$ cat src/rtl/card_sideband_pkg.sv
package card_sideband_pkg;

  // Strobes from the control FSM to the debounce datapath
  typedef struct packed {
    logic cntClear;
    logic cntInc;
  } dbStrobe_t;

  // Debounce code held after reset (longest period)
  localparam logic [1:0] DB_RESET_CODE = 2'd3;

  // Data line whose buffer may stay on between transactions
  localparam int unsigned INT_LINE = 1;

  // Sideband vector positions
  localparam int unsigned SB_DETECT = 0;
  localparam int unsigned SB_WPROT  = 1;
  localparam int unsigned SB_OOB    = 2;
  localparam int unsigned SB_COUNT  = 3;

endpackage

$ cat src/rtl/card_sideband_dp.sv
module card_sideband_dp
  import card_sideband_pkg::*;
#(
  parameter int unsigned CNT_CODE0 = 33,
  parameter int unsigned CNT_CODE1 = 231,
  parameter int unsigned CNT_CODE2 = 1000,
  parameter int unsigned CNT_CODE3 = 8400
) (
  input  logic       clk,
  input  logic       rstN,
  input  logic       rawDetect,
  input  logic       rawWrProt,
  input  logic       rawOob,
  input  logic       detectPolarity,
  input  logic       wpPolarity,
  input  logic       oobPolarity,
  input  logic       oobEnable,
  input  logic [1:0] debounceSel,
  input  dbStrobe_t  strobe,
  output logic       normDetect,
  output logic       writeProtected,
  output logic       oobIrq,
  output logic       atLimit,
  output logic       selChanged
);

  localparam int unsigned MAX01  = (CNT_CODE0 > CNT_CODE1) ? CNT_CODE0 : CNT_CODE1;
  localparam int unsigned MAX23  = (CNT_CODE2 > CNT_CODE3) ? CNT_CODE2 : CNT_CODE3;
  localparam int unsigned MAXCNT = (MAX01 > MAX23) ? MAX01 : MAX23;
  localparam int unsigned CW     = (MAXCNT < 2) ? 1 : $clog2(MAXCNT);

  logic [SB_COUNT-1:0] rawVec, polVec, stage1, stage2, normVec;

  assign rawVec[SB_DETECT] = rawDetect;
  assign rawVec[SB_WPROT]  = rawWrProt;
  assign rawVec[SB_OOB]    = rawOob;
  assign polVec[SB_DETECT] = detectPolarity;
  assign polVec[SB_WPROT]  = wpPolarity;
  assign polVec[SB_OOB]    = oobPolarity;

  // Two-flop synchronizer and polarity normalization per sideband pin
  for (genvar i = 0; i < SB_COUNT; i++) begin : gSync
    always_ff @(posedge clk or negedge rstN) begin
      if (!rstN) begin
        stage1[i] <= 1'b0;
        stage2[i] <= 1'b0;
      end else begin
        stage1[i] <= rawVec[i];
        stage2[i] <= stage1[i];
      end
    end
    assign normVec[i] = stage2[i] ^ polVec[i];
  end

  assign normDetect     = normVec[SB_DETECT];
  assign writeProtected = normVec[SB_WPROT];
  assign oobIrq         = oobEnable & normVec[SB_OOB];

  // Debounce code register and period counter
  logic [1:0]    selQ;
  logic [CW-1:0] cnt, lastCount;

  always_ff @(posedge clk or negedge rstN) begin
    if (!rstN) selQ <= DB_RESET_CODE;
    else       selQ <= debounceSel;
  end

  assign selChanged = (selQ != debounceSel);

  always_comb begin
    unique case (selQ)
      2'd0:    lastCount = CW'(CNT_CODE0 - 1);
      2'd1:    lastCount = CW'(CNT_CODE1 - 1);
      2'd2:    lastCount = CW'(CNT_CODE2 - 1);
      default: lastCount = CW'(CNT_CODE3 - 1);
    endcase
  end

  always_ff @(posedge clk or negedge rstN) begin
    if (!rstN)                cnt <= '0;
    else if (strobe.cntClear) cnt <= '0;
    else if (strobe.cntInc)   cnt <= cnt + 1'b1;
  end

  assign atLimit = (cnt == lastCount);

endmodule

$ cat src/rtl/card_sideband_ctl.sv
module card_sideband_ctl
  import card_sideband_pkg::*;
(
  input  logic      clk,
  input  logic      rstN,
  input  logic      tickEn,
  input  logic      normDetect,
  input  logic      atLimit,
  input  logic      selChanged,
  output dbStrobe_t strobe,
  output logic      cardPresent,
  output logic      insertPulse,
  output logic      removePulse
);

  logic presentQ, insQ, remQ;
  logic mismatch, advance, commit;

  assign mismatch = normDetect != presentQ;
  assign advance  = mismatch & ~selChanged & tickEn;
  assign commit   = advance & atLimit;

  always_comb begin
    strobe          = '0;
    strobe.cntClear = ~mismatch | selChanged | commit;
    strobe.cntInc   = advance & ~atLimit;
  end

  always_ff @(posedge clk or negedge rstN) begin
    if (!rstN) begin
      presentQ <= 1'b0;
      insQ     <= 1'b0;
      remQ     <= 1'b0;
    end else begin
      insQ <= commit & normDetect;
      remQ <= commit & ~normDetect;
      if (commit) presentQ <= normDetect;
    end
  end

  assign cardPresent = presentQ;
  assign insertPulse = insQ;
  assign removePulse = remQ;

endmodule

$ cat src/rtl/card_sideband_bufctl.sv
module card_sideband_bufctl
  import card_sideband_pkg::*;
#(
  parameter int unsigned DATA_LINES = 4
) (
  input  logic                  xferActive,
  input  logic                  keepIntLine,
  output logic [DATA_LINES-1:0] datBufEn
);

  for (genvar i = 0; i < DATA_LINES; i++) begin : gBuf
    if (i == INT_LINE) begin : gKeep
      assign datBufEn[i] = xferActive | keepIntLine;
    end else begin : gPlain
      assign datBufEn[i] = xferActive;
    end
  end

endmodule

$ cat src/rtl/card_sideband_cond.sv
module card_sideband_cond
  import card_sideband_pkg::*;
#(
  parameter int unsigned DATA_LINES = 4,
  parameter int unsigned CNT_CODE0  = 33,
  parameter int unsigned CNT_CODE1  = 231,
  parameter int unsigned CNT_CODE2  = 1000,
  parameter int unsigned CNT_CODE3  = 8400
) (
  input  logic                  clk,
  input  logic                  rstN,
  input  logic                  tickEn,
  input  logic                  rawDetect,
  input  logic                  rawWrProt,
  input  logic                  rawOob,
  input  logic                  detectPolarity,
  input  logic                  wpPolarity,
  input  logic                  oobPolarity,
  input  logic                  oobEnable,
  input  logic                  keepIntLine,
  input  logic [1:0]            debounceSel,
  input  logic                  xferActive,
  output logic                  cardPresent,
  output logic                  insertPulse,
  output logic                  removePulse,
  output logic                  writeProtected,
  output logic                  oobIrq,
  output logic [DATA_LINES-1:0] datBufEn
);

  dbStrobe_t strobe;
  logic      normDetect, atLimit, selChanged;

  card_sideband_dp #(
    .CNT_CODE0(CNT_CODE0),
    .CNT_CODE1(CNT_CODE1),
    .CNT_CODE2(CNT_CODE2),
    .CNT_CODE3(CNT_CODE3)
  ) u_dp (
    .clk           (clk),
    .rstN          (rstN),
    .rawDetect     (rawDetect),
    .rawWrProt     (rawWrProt),
    .rawOob        (rawOob),
    .detectPolarity(detectPolarity),
    .wpPolarity    (wpPolarity),
    .oobPolarity   (oobPolarity),
    .oobEnable     (oobEnable),
    .debounceSel   (debounceSel),
    .strobe        (strobe),
    .normDetect    (normDetect),
    .writeProtected(writeProtected),
    .oobIrq        (oobIrq),
    .atLimit       (atLimit),
    .selChanged    (selChanged)
  );

  card_sideband_ctl u_ctl (
    .clk        (clk),
    .rstN       (rstN),
    .tickEn     (tickEn),
    .normDetect (normDetect),
    .atLimit    (atLimit),
    .selChanged (selChanged),
    .strobe     (strobe),
    .cardPresent(cardPresent),
    .insertPulse(insertPulse),
    .removePulse(removePulse)
  );

  card_sideband_bufctl #(
    .DATA_LINES(DATA_LINES)
  ) u_buf (
    .xferActive (xferActive),
    .keepIntLine(keepIntLine),
    .datBufEn   (datBufEn)
  );

endmodule

$ cat config.mk
export PLATFORM = sky130hd
export DESIGN_NAME = card_sideband_cond
export DESIGN_NICKNAME = d
export VERILOG_FILES = /design/src/rtl/card_sideband_pkg.sv /design/src/rtl/card_sideband_dp.sv /design/src/rtl/card_sideband_ctl.sv /design/src/rtl/card_sideband_bufctl.sv /design/src/rtl/card_sideband_cond.sv
export SDC_FILE = /design/constraint.sdc
export NUM_CORES = 1
export LEC_CHECK = 0
export BUFFER_PORTS_ARGS = -buffer_cell sky130_fd_sc_hd__buf_2
export CORE_ASPECT_RATIO = 0.8
export CORE_MARGIN = 1
export CORE_UTILIZATION = 53
export CTS_CLUSTER_DIAMETER = 30
export CTS_CLUSTER_SIZE = 25
export DETAILED_ROUTE_END_ITERATION = 10
export PLACE_DENSITY = 0.84
export SLEW_MARGIN = 5
export SYNTH_ARGS = -nofsm -noshare
export SYNTH_HDL_FRONTEND = slang
export SYNTH_SLANG_ARGS = --single-unit
$ cat constraint.sdc
create_clock -name clk -period 2.2 [get_ports clk]
set_clock_uncertainty 0.1 [all_clocks]
set_input_delay 0 -clock clk [delete_from_list [all_inputs] [get_ports clk]]
set_output_delay 0 -clock clk [all_outputs]
set_load 0.02 [all_outputs]
==> results of run 1 <==
## cells in the final DEF (no fill, tap or decap), types with 2 or more instances in the layout
master,n
dfrtp_1,23
buf_2,22
nor2_1,21
xor2_1,11
nand2_1,11
dlygate4sd3_1,8
xnor2_1,7
nand4_1,5
nor3_1,4
a21oi_1,3
o211ai_1,3
clkbuf_4,3
or2_2,2
inv_1,2
and3_1,2
nor2b_1,2
nand2b_1,2
dfstp_2,2
## flip-flops by register name, summed over array words and instances, names as in the netlist
| signal | flops |
|---|---|
| u_ctl.removePulse | 1 |
| u_dp.stage2 | 3 |
| u_ctl.insertPulse | 1 |
| u_ctl.cardPresent | 1 |
| u_dp.stage1 | 3 |
| u_dp.cnt | 14 |
| u_dp.selQ | 2 |
## how the worst max path moves through the flow
| stage | startpoint | to | slack [ns] | cells past startpoint |
|---|---|---|---|---|
| 2_1_floorplan | u_dp.selQ[1] | u_ctl.cardPresent | 0.31 | 6 |
| 3_3_place_gp | u_dp.selQ[1] | u_ctl.cardPresent | 0.32 | 5 |
| 3_5_place_dp | u_dp.selQ[1] | u_ctl.cardPresent | 0.23 | 5 |
| 4_1_cts | u_dp.selQ[1] | u_ctl.cardPresent | 0.22 | 5 |
| 5_1_grt | u_dp.selQ[1] | u_ctl.cardPresent | 0.11 | 5 |
| 6_report | u_dp.selQ[1] | u_ctl.cardPresent | 0.21 | 5 |
## power groups by stage
stage / clock network (mW) / logic (mW) / registers [mW]
floorplan: 0 / 0.0501 / 0.483
global placement: 0 / 0.0754 / 0.485
detailed placement: 0 / 0.0773 / 0.486
CTS: 0.219 / 0.0882 / 0.478
global route: 0.239 / 0.0967 / 0.479
finish: 0.208 / 0.0877 / 0.478
## metal layers
layer	part of all wire, %	routed length [um]
met1	45	1040
met2	48	1120
met3	5.5	127
met4	1.0	24
met5	0	0
## cell families (layout without fill, tap and decap cells)
| group | count (synthesis) | after routing | share of synthesized area (%) |
|---|---|---|---|
| and+or+nand+nor | 55 | 55 | 21.9 |
| DFF | 25 | 25 | 51.4 |
| xor gates and xnor gates | 18 | 18 | 12.9 |
| AOI/OAI and AO/OA | 12 | 12 | 7.79 |
| buffers and inverters | 7 | 37 | 4.00 |
| adders and majority gates | 1 | 1 | 1.02 |
| muxes | 1 | 1 | 0.922 |
## metrics by stage
| step | power, mW | setup slack [ns] | util (%) | cells | instance area [sq um] |
|---|---|---|---|---|---|
| finish | 0.774 | 0.215 | 66.7 | 174 | 1440 |
| global route | 0.814 | 0.106 | 66.7 | 174 | 1440 |
| CTS | 0.785 | 0.217 | 66.7 | 174 | 1440 |
| detailed placement | 0.563 | 0.231 | 61.6 | 162 | 1330 |
| global placement | 0.560 | 0.315 | 61.6 | 162 | 1330 |
| floorplan | 0.533 | 0.312 | - | 119 | 1220 |
## cell type report
type                    instances  area, sq um
clock buffers                   3         22.5
clock inverters                 1         7.51
fillers                       153          719
inverters                       2         7.51
multi-input cells              87          544
flip-flops and latches         25          628
well taps                      25         31.3
repair buffers                 31          198
==> flow_metrics.py, run 1 <==
metrics = {
    "run_status": {
        "outcome": "complete, no violations",
    },
    "worst_setup_path": {
        "path_max_fanout": 8,
        "cp-start-kind": "flip-flop",
        "path_buf_inv": 0,
        "critPathSlowestCell": "dfstp_2",
        "crit_arrival_ns": 2.11,
        "cp_top_family": "flip-flops",
        "crit_chain": "nor2b_1 -> o211ai_1 -> a221o_1 -> nor3_1 -> mux2_2",
        "r2r-start": "u_dp.selQ[1]",
        "r2r_setup_slack_ns": 0.21,
        "rr_worst_depth": 5,
        "slowest_delay_ns": 0.62,
        "path_class": "flip-flop to flip-flop",
        "reg2reg_to": "u_ctl.cardPresent",
        "critPathCaptureType": "flip-flop",
        "crit_required_ns": 2.33,
    },
    "clock_network": {
        "clkSlewWorstSetupHoldPaths_ns": 0.14,
        "postCtsSetupBuffers": 0,
        "holdBufCountCts": 8,
        "h-tree-depth": 1,
        "clock_sinks": 25,
        "clockBufferDepth": 2,
        "cts_tree": "yes",
        "numCtsBuffers": 3,
        "clockRootBuffer": "clkbuf_4",
        "cts_resized": 0,
        "clk_latency_ns": 0.32,
    },
    "routing": {
        "wl_per_cell_um": 13.3,
        "drc": 0,
        "vias": 932,
        "drtIter0Drc": 22,
        "drt-total-wl_um": 2310,
        "drt-pass1-iter-count": 4,
        "avgViaCountPerCell": 5.36,
        "ant_nets": 0,
    },
    "placed_design": {
        "gp_congestion": 0.864,
        "portBuffers": 22,
        "hpwl_um": 1720,
    },
    "synth": {
        "synth_top_cell_area_share_pct": 47.1,
        "ys_warn_count": 0,
        "synthFlopType": "dfrtp_1",
        "netlist_instances": 119,
        "synth_common_cells": "23 x dfrtp_1, 21 x nor2_1, 11 x nand2_1, 11 x xor2_1, 7 x xnor2_1",
        "ys_top_cells_by_area": "dfrtp_1 47%, xor2_1 7.9%, nor2_1 6.5%, xnor2_1 5.0%, dfstp_2 4.3%",
        "ys_seq_area_share_pct": 51.4,
        "synthArstFlopShare_pct": 100,
        "synth_cell_type_count": 31,
        "ys_ff_latch": 25,
        "synth_area_sq_um": 1220,
        "synth_edf_count": 0,
        "synth_most_common_cell": "dfrtp_1",
        "synthesis.nets": 134,
        "yosys.area.top_type": "dfrtp_1",
        "postSynthAreaPerCell_sq_um": 10.3,
    },
    "timing": {
        "tns_ns": 0,
        "fin_crit_ns": 1.99,
        "slew_viol_final": 0,
        "slew_headroom_pct": 63.8,
        "period_share_pct": 90.2,
        "grt_setup_unrepaired": "false",
        "hold_violations": 0,
        "fmax_mhz": 504,
        "holdWs_ns": 0.0724,
        "setup_viol": 0,
        "tightest_slew_ns": 0.544,
    },
    "final_layout": {
        "n_antenna_cell": 0,
        "fin_nets": 165,
        "drive_gt1_share_pct": 24.2,
        "area_growth_pct": 17.8,
    },
    "global_routing": {
        "antenna_found_initial": 0,
        "grt_pass1_vias": 869,
        "use_met2_pct": 36.6,
        "overflow": 0,
        "grt_pass1_wl_um": 3770,
        "grt.busiest_layer": "met2",
        "grtUsageMet1_pct": 23.8,
        "grt_usage_pct": 20.4,
        "globalRouteMet3Util_pct": 6.59,
        "grt_max_degree": 26,
    },
    "floorplan": {
        "io_pins": 23,
        "initial_core_util_pct": 56.6,
        "core_sq_um": 2160,
        "die_h_um": 44.9,
        "dieArea_sq_um": 2500,
        "row_count": 15,
        "die_w_um": 55.7,
    },
    "flow_run": {
        "max-cap-violations": 0,
    },
    "pwr": {
        "internal_power_mw": 0.579,
        "power.leakage_nw": 0.622,
        "p_sw_share_pct": 25.1,
        "powerDensity_nw_per_um2": 538,
        "irDropWorstVdd_mv": 0.520,
        "clkPwrFrac_pct": 26.9,
        "pwr-share-seq_pct": 61.8,
        "netSwitchingPower_mw": 0.194,
        "comb_power_share_pct": 11.3,
    },
    "min_path": {
        "hp-class": "primary input to asynchronous set/reset pin",
    },
}
Note: power is estimated with default switching activity, not from simulation.
==> inputs of run 2 (changes only) <==
MAX_ROUTING_LAYER = met4   (was not set)
==> run 2 against run 1 <==
Global-route usage increased by 0.67 points. First-iteration DRC count did not move. Total power barely moved. Largest power group unchanged.
==> flow_metrics.py, run 2 (synthesis gave the netlist of run 1 again) <==
metrics = {
    "run_status": {
        "outcome": "complete, no violations",
    },
    "routing": {
        "drt-pass1-iter-count": 4,
        "wl_per_cell_um": 13.3,
        "ant_nets": 0,
        "drc": 0,
        "vias": 926,
        "drtIter0Drc": 22,
        "avgViaCountPerCell": 5.32,
        "drt-total-wl_um": 2310,
    },
    "final_layout": {
        "drive_gt1_share_pct": 24.2,
        "n_antenna_cell": 0,
        "largest_reg_flops": 14,
        "fin_nets": 165,
        "largest-register": "u_dp.cnt",
        "area_growth_pct": 17.8,
        "top_regs": "u_dp.cnt: 14 flops, u_dp.stage1: 3 flops, u_dp.stage2: 3 flops",
        "fillers": 153,
        "design_area_sq_um": 1440,
        "layout_common_cells": "23 x dfrtp_1, 22 x buf_2, 21 x nor2_1",
        "final_common_cell": "dfrtp_1",
        "fin_util_pct": 66.7,
    },
    "pwr": {
        "pwr-share-seq_pct": 61.8,
        "irDropWorstVdd_mv": 0.518,
        "netSwitchingPower_mw": 0.194,
        "p_sw_share_pct": 25.1,
        "power.leakage_nw": 0.622,
        "powerDensity_nw_per_um2": 537,
        "comb_power_share_pct": 11.3,
        "internal_power_mw": 0.579,
        "clkPwrFrac_pct": 26.8,
    },
    "timing": {
        "fmax_mhz": 504,
        "setup_viol": 0,
        "hold_violations": 0,
        "tightest_slew_ns": 0.541,
        "tns_ns": 0,
        "slew_headroom_pct": 63.9,
        "slew_viol_final": 0,
        "period_share_pct": 90.3,
        "fin_crit_ns": 1.99,
        "grt_setup_unrepaired": "false",
    },
    "worst_setup_path": {
        "slowest_delay_ns": 0.62,
        "crit_chain": "nor2b_1 -> o211ai_1 -> a221o_1 -> nor3_1 -> mux2_2",
        "crit_required_ns": 2.33,
        "cp_top_family": "flip-flops",
        "path_max_fanout": 8,
        "critPathCaptureType": "flip-flop",
        "critPathSlowestCell": "dfstp_2",
        "crit_arrival_ns": 2.11,
        "r2r_setup_slack_ns": 0.21,
        "r2r-start": "u_dp.selQ[1]",
        "cp-start-kind": "flip-flop",
        "crit_start": "u_dp.selQ[1]",
        "path_class": "flip-flop to flip-flop",
        "path_buf_inv": 0,
    },
    "min_path": {
        "hp-class": "primary input to asynchronous set/reset pin",
    },
    "global_routing": {
        "grt_usage_pct": 21.0,
        "grt_max_degree": 26,
        "grt_pass1_wl_um": 3770,
        "antenna_found_initial": 0,
        "grt_pass1_vias": 870,
        "overflow": 0,
    },
    "placed_design": {
        "post_dp_cell_area_sq_um": 1330,
        "portBuffers": 22,
        "gp_congestion": 0.878,
        "hpwl_um": 1720,
    },
    "floorplan": {
        "die_w_um": 55.7,
        "initial_core_util_pct": 56.6,
        "row_count": 15,
        "io_pins": 23,
        "die_h_um": 44.9,
        "core_sq_um": 2160,
        "dieArea_sq_um": 2500,
    },
    "clock_network": {
        "postCtsSetupBuffers": 0,
        "numCtsBuffers": 3,
        "h-tree-depth": 1,
        "clockBufferDepth": 2,
        "clk_latency_ns": 0.32,
        "cts_tree": "yes",
        "clockRootBuffer": "clkbuf_4",
        "cts_resized": 0,
        "holdBufCountCts": 8,
        "clock_sinks": 25,
        "clkSlewWorstSetupHoldPaths_ns": 0.14,
    },
    "flow_run": {
        "max-cap-violations": 0,
    },
}
[run 2: power by group through the flow]
stage	Clock (mW)	Combinational, mW	Sequential, mW
2_1_floorplan	0	0.0501	0.483
3_3_place_gp	0	0.0754	0.485
3_5_place_dp	0	0.0773	0.486
4_1_cts	0.219	0.0882	0.478
5_1_grt	0.239	0.0967	0.479
6_report	0.208	0.0877	0.478
[run 2: final timing paths]
kind                                     endpoint  depth (start not counted)
max in group asynchronous            u_dp.selQ[1]                          2
worst max-delay path            u_ctl.cardPresent                          5
min in group clk                      datBufEn[2]                          2
worst min register to register     u_dp.stage2[1]                          0
worst max register to register  u_ctl.cardPresent                          5
worst min-delay path                  u_dp.cnt[2]                          2
[run 2: stage by stage]
stage,power (mW),std cells,setup WS (ns),hold slack (ns)
after floorplan,0.533,119,0.312,-0.396
after global placement,0.560,162,0.315,-0.0933
after detailed placement,0.563,162,0.231,-0.0848
after CTS,0.785,174,0.217,0.0782
after global routing,0.814,174,0.106,0.104
final,0.773,174,0.214,0.0718
[run 2: final cells by class]
class                      instances  area (sq um)  area share [%]
multi-input combinational         87           544            37.8
sequential                        25           628            43.7
clock buffer                       3          22.5            1.57
clock inverter                     1          7.51           0.522
tap                               25          31.3            2.17
timing repair buffer              31           198            13.7
inverter                           2          7.51           0.522
[run 2: layer usage]
| metal | up-vias | global-route usage [%] | part of all wire [%] | wire length (um) |
|---|---|---|---|---|
| li1 | 459 | - | - | - |
| met1 | 437 | 23.8 | 45 | 1050 |
| met2 | 25 | 36.6 | 49 | 1120 |
| met3 | 5 | 6.59 | 4.9 | 114 |
| met4 | 0 | 6.50 | 0.91 | 21 |
| met5 | - | - | 0 | 0 |
==> inputs of run 3 (changes only) <==
ABC_AREA = 1   (was not set)
CORE_UTILIZATION = 56   (was 53)
PLACE_DENSITY = 0.85   (was 0.84)
==> run 3 against run 2 <==
Sequential power is essentially flat. Critical path depth grew 5. Combinational power grew 29%. Register-to-register slack gained 0.25 ns.
==> flow_metrics.py, run 3 <==
metrics = {
    "timing": {
        "setup_viol": 0,
        "hold_violations": 0,
        "slew_viol_final": 0,
        "fmax_mhz": 577,
        "period_share_pct": 78.7,
        "tns_ns": 0,
        "slew_headroom_pct": 64.2,
        "setup_slack_ns": 0.468,
        "fin_crit_ns": 1.73,
        "grt_setup_unrepaired": "false",
        "tightest_slew_ns": 0.537,
    },
    "routing": {
        "top_layer": "met4",
        "wl_per_cell_um": 11.0,
        "drc": 0,
        "vias": 1554,
        "drtIter0Drc": 120,
        "drt-pass1-iter-count": 4,
        "route.met3.wl_um": 313,
        "drt-total-wl_um": 3420,
        "avgViaCountPerCell": 5.00,
        "ant_nets": 0,
        "wl_met2_um": 1400,
        "wl_met1_um": 1690,
    },
    "placed_design": {
        "portBuffers": 22,
        "gp_congestion": 1.09,
        "dp_slack_ns": 0.521,
        "hpwl_um": 2660,
    },
    "floorplan": {
        "initial_core_util_pct": 62.1,
        "io_pins": 23,
        "row_count": 16,
        "die_h_um": 49.9,
        "die_w_um": 61.8,
        "dieArea_sq_um": 3080,
        "core_sq_um": 2580,
    },
    "synth": {
        "ys_top_cells_by_area": "dfrtp_1 36%, nand2_1 24%, inv_1 8.2%, nor2_1 6.8%, nand3_1 6.6%",
        "netlist_instances": 247,
        "ys_seq_area_share_pct": 39.2,
        "synth_xor_area_share_pct": 0.546,
        "synthesis.nets": 262,
        "yosys.area_share.simple_pct": 45.9,
        "yosys.area.top_type": "dfrtp_1",
        "ys_ff_latch": 25,
        "synth_area_sq_um": 1600,
        "synthAdderAreaFrac_pct": 0.780,
        "postSynthAreaPerCell_sq_um": 6.49,
        "synth_top_family_by_area": "simple AND/OR/NAND/NOR gates",
        "synthMuxAreaShare_pct": 0,
        "synthFlopType": "dfrtp_1",
        "ys_warn_count": 0,
        "synth_cell_type_count": 23,
        "synth_top_cell_area_share_pct": 35.9,
        "synth_common_cells": "104 x nand2_1, 35 x inv_1, 29 x nor2_1",
        "synth_edf_count": 0,
        "synth-compound-area-share_pct": 1.79,
        "synthArstFlopShare_pct": 100,
        "synth_most_common_cell": "nand2_1",
    },
    "final_layout": {
        "layout_common_cells": "104 x nand2_1, 35 x inv_1, 29 x nor2_1",
        "largest-register": "u_dp.cnt",
        "fin_nets": 291,
        "final_common_cell": "nand2_1",
        "fillers": 227,
        "fin_util_pct": 70.5,
        "area_growth_pct": 13.5,
        "n_antenna_cell": 0,
        "top_regs": "u_dp.cnt: 14 flops, u_dp.stage1: 3 flops, u_dp.stage2: 3 flops",
        "seq_area_sq_um": 628,
        "largest_reg_flops": 14,
        "multiInputGateArea_sq_um": 787,
        "drive_gt1_share_pct": 13.5,
    },
    "global_routing": {
        "grt_pass1_vias": 1243,
        "grt_max_degree": 26,
        "grt_pass1_wl_um": 5610,
        "antenna_found_initial": 0,
        "overflow": 0,
        "grt_usage_pct": 26.1,
    },
    "clock_network": {
        "clk_latency_ns": 0.33,
        "cts_tree": "yes",
        "clkSlewWorstSetupHoldPaths_ns": 0.14,
        "clockRootBuffer": "clkbuf_4",
        "h-tree-depth": 1,
        "clockBufferDepth": 2,
        "clock_sinks": 25,
        "numCtsBuffers": 3,
        "postCtsSetupBuffers": 0,
    },
    "pwr": {
        "internal_power_mw": 0.585,
        "netSwitchingPower_mw": 0.228,
        "pwr-share-seq_pct": 58.8,
        "power.leakage_nw": 0.989,
        "irDropWorstVdd_mv": 0.429,
        "clkPwrFrac_pct": 27.4,
        "p_sw_share_pct": 28.0,
        "powerDensity_nw_per_um2": 446,
        "comb_power_share_pct": 13.9,
    },
    "min_path": {
        "hp-class": "primary input to asynchronous set/reset pin",
    },
    "worst_setup_path": {
        "rr_worst_depth": 10,
        "critPathSlowestCell": "dfstp_2",
        "cpMostUsedCell": "nand2_1",
        "path_class": "flip-flop to flip-flop",
        "critPathCaptureType": "flip-flop",
        "cp-start-kind": "flip-flop",
        "slowest_delay_ns": 0.63,
        "crit_required_ns": 2.37,
        "path_max_fanout": 8,
        "crit_chain": "nand2_1 -> inv_1 -> nand2_1 -> nand3_1 -> inv_1 -> nand2_1 -> nor2_1 -> nor2_1 -> nand2_1 -> nor2_1",
        "crit_arrival_ns": 1.90,
    },
    "flow_run": {
        "max-cap-violations": 0,
    },
    "run_status": {
        "outcome": "complete, no violations",
    },
}
==> run 3: kinds of logic (layout without fill, tap and decap cells) <==
group,Yosys count,after routing
DFF,25,25
AOI/OAI and AO/OA,5,5
buffers and inverters,43,71
xor gates and xnor gates,1,1
adders and majority gates,1,1
and+or+nand+nor,172,172
==> run 3: metrics by stage <==
step / instance area (sq um) / hold WS, ns / std cells / power, mW
finish: 1820 / 0.0624 / 311 / 0.813
floorplan: 1600 / -0.396 / 247 / 0.555
CTS: 1820 / 0.0702 / 311 / 0.823
global route: 1820 / 0.129 / 311 / 0.853
global placement: 1710 / -0.0903 / 299 / 0.587
detailed placement: 1710 / -0.0847 / 299 / 0.588
==> run 3: path summary, 6_finish.rpt <==
kind | end | from | slack (ns)
hold reg to reg | u_dp.stage2[1] | u_dp.stage1[1] | 0.27
min in group clk | datBufEn[0] | xferActive | 0.15
hold / removal | u_dp.cnt[6] | rstN | 0.06
setup / recovery | u_dp.cnt[13] | u_dp.selQ[1] | 0.47
setup reg to reg | u_dp.cnt[13] | u_dp.selQ[1] | 0.47
max in group asynchronous | u_dp.selQ[1] | rstN | 1.57
==> run 3: cell type report <==
cell class              count  area share (%)
well taps                  36            2.47
multi-input cells         179            43.2
repair buffers             30            10.4
clock buffers               3            1.24
clock inverters             1           0.481
flip-flops and latches     25            34.5
inverters                  37            7.63
==> run 3: layer usage <==
metal / vias up / global-route usage [%]
li1: 814 / -
met1: 680 / 39.9
met2: 58 / 34.9
met3: 2 / 6.82
met4: 0 / 4.44
met5: - / -
==> run 3: power by group through the flow <==
stage                     Clock [mW]  Combinational [mW]  Sequential [mW]
after floorplan                    0              0.0722            0.483
after global placement             0               0.101            0.486
after detailed placement           0               0.102            0.486
after CTS                      0.233               0.113            0.477
after global routing           0.246               0.128            0.479
final                          0.222               0.113            0.478
==> run 3: critical path: cells and delay by family, from the launching register on <==
kind                   cells  cell delay (ns)
flip-flops                 1             0.63
AND/OR/NAND/NOR            8             0.78
buffers and inverters      2             0.16
==> run 3: repair_timing <==
| action | 4_1_cts | 5_1_grt |
|---|---|---|
| hold buffers | 8 | 0 |
| gates resized for setup | 0 | 0 |
| hold endpoints to repair | 37 | 0 |
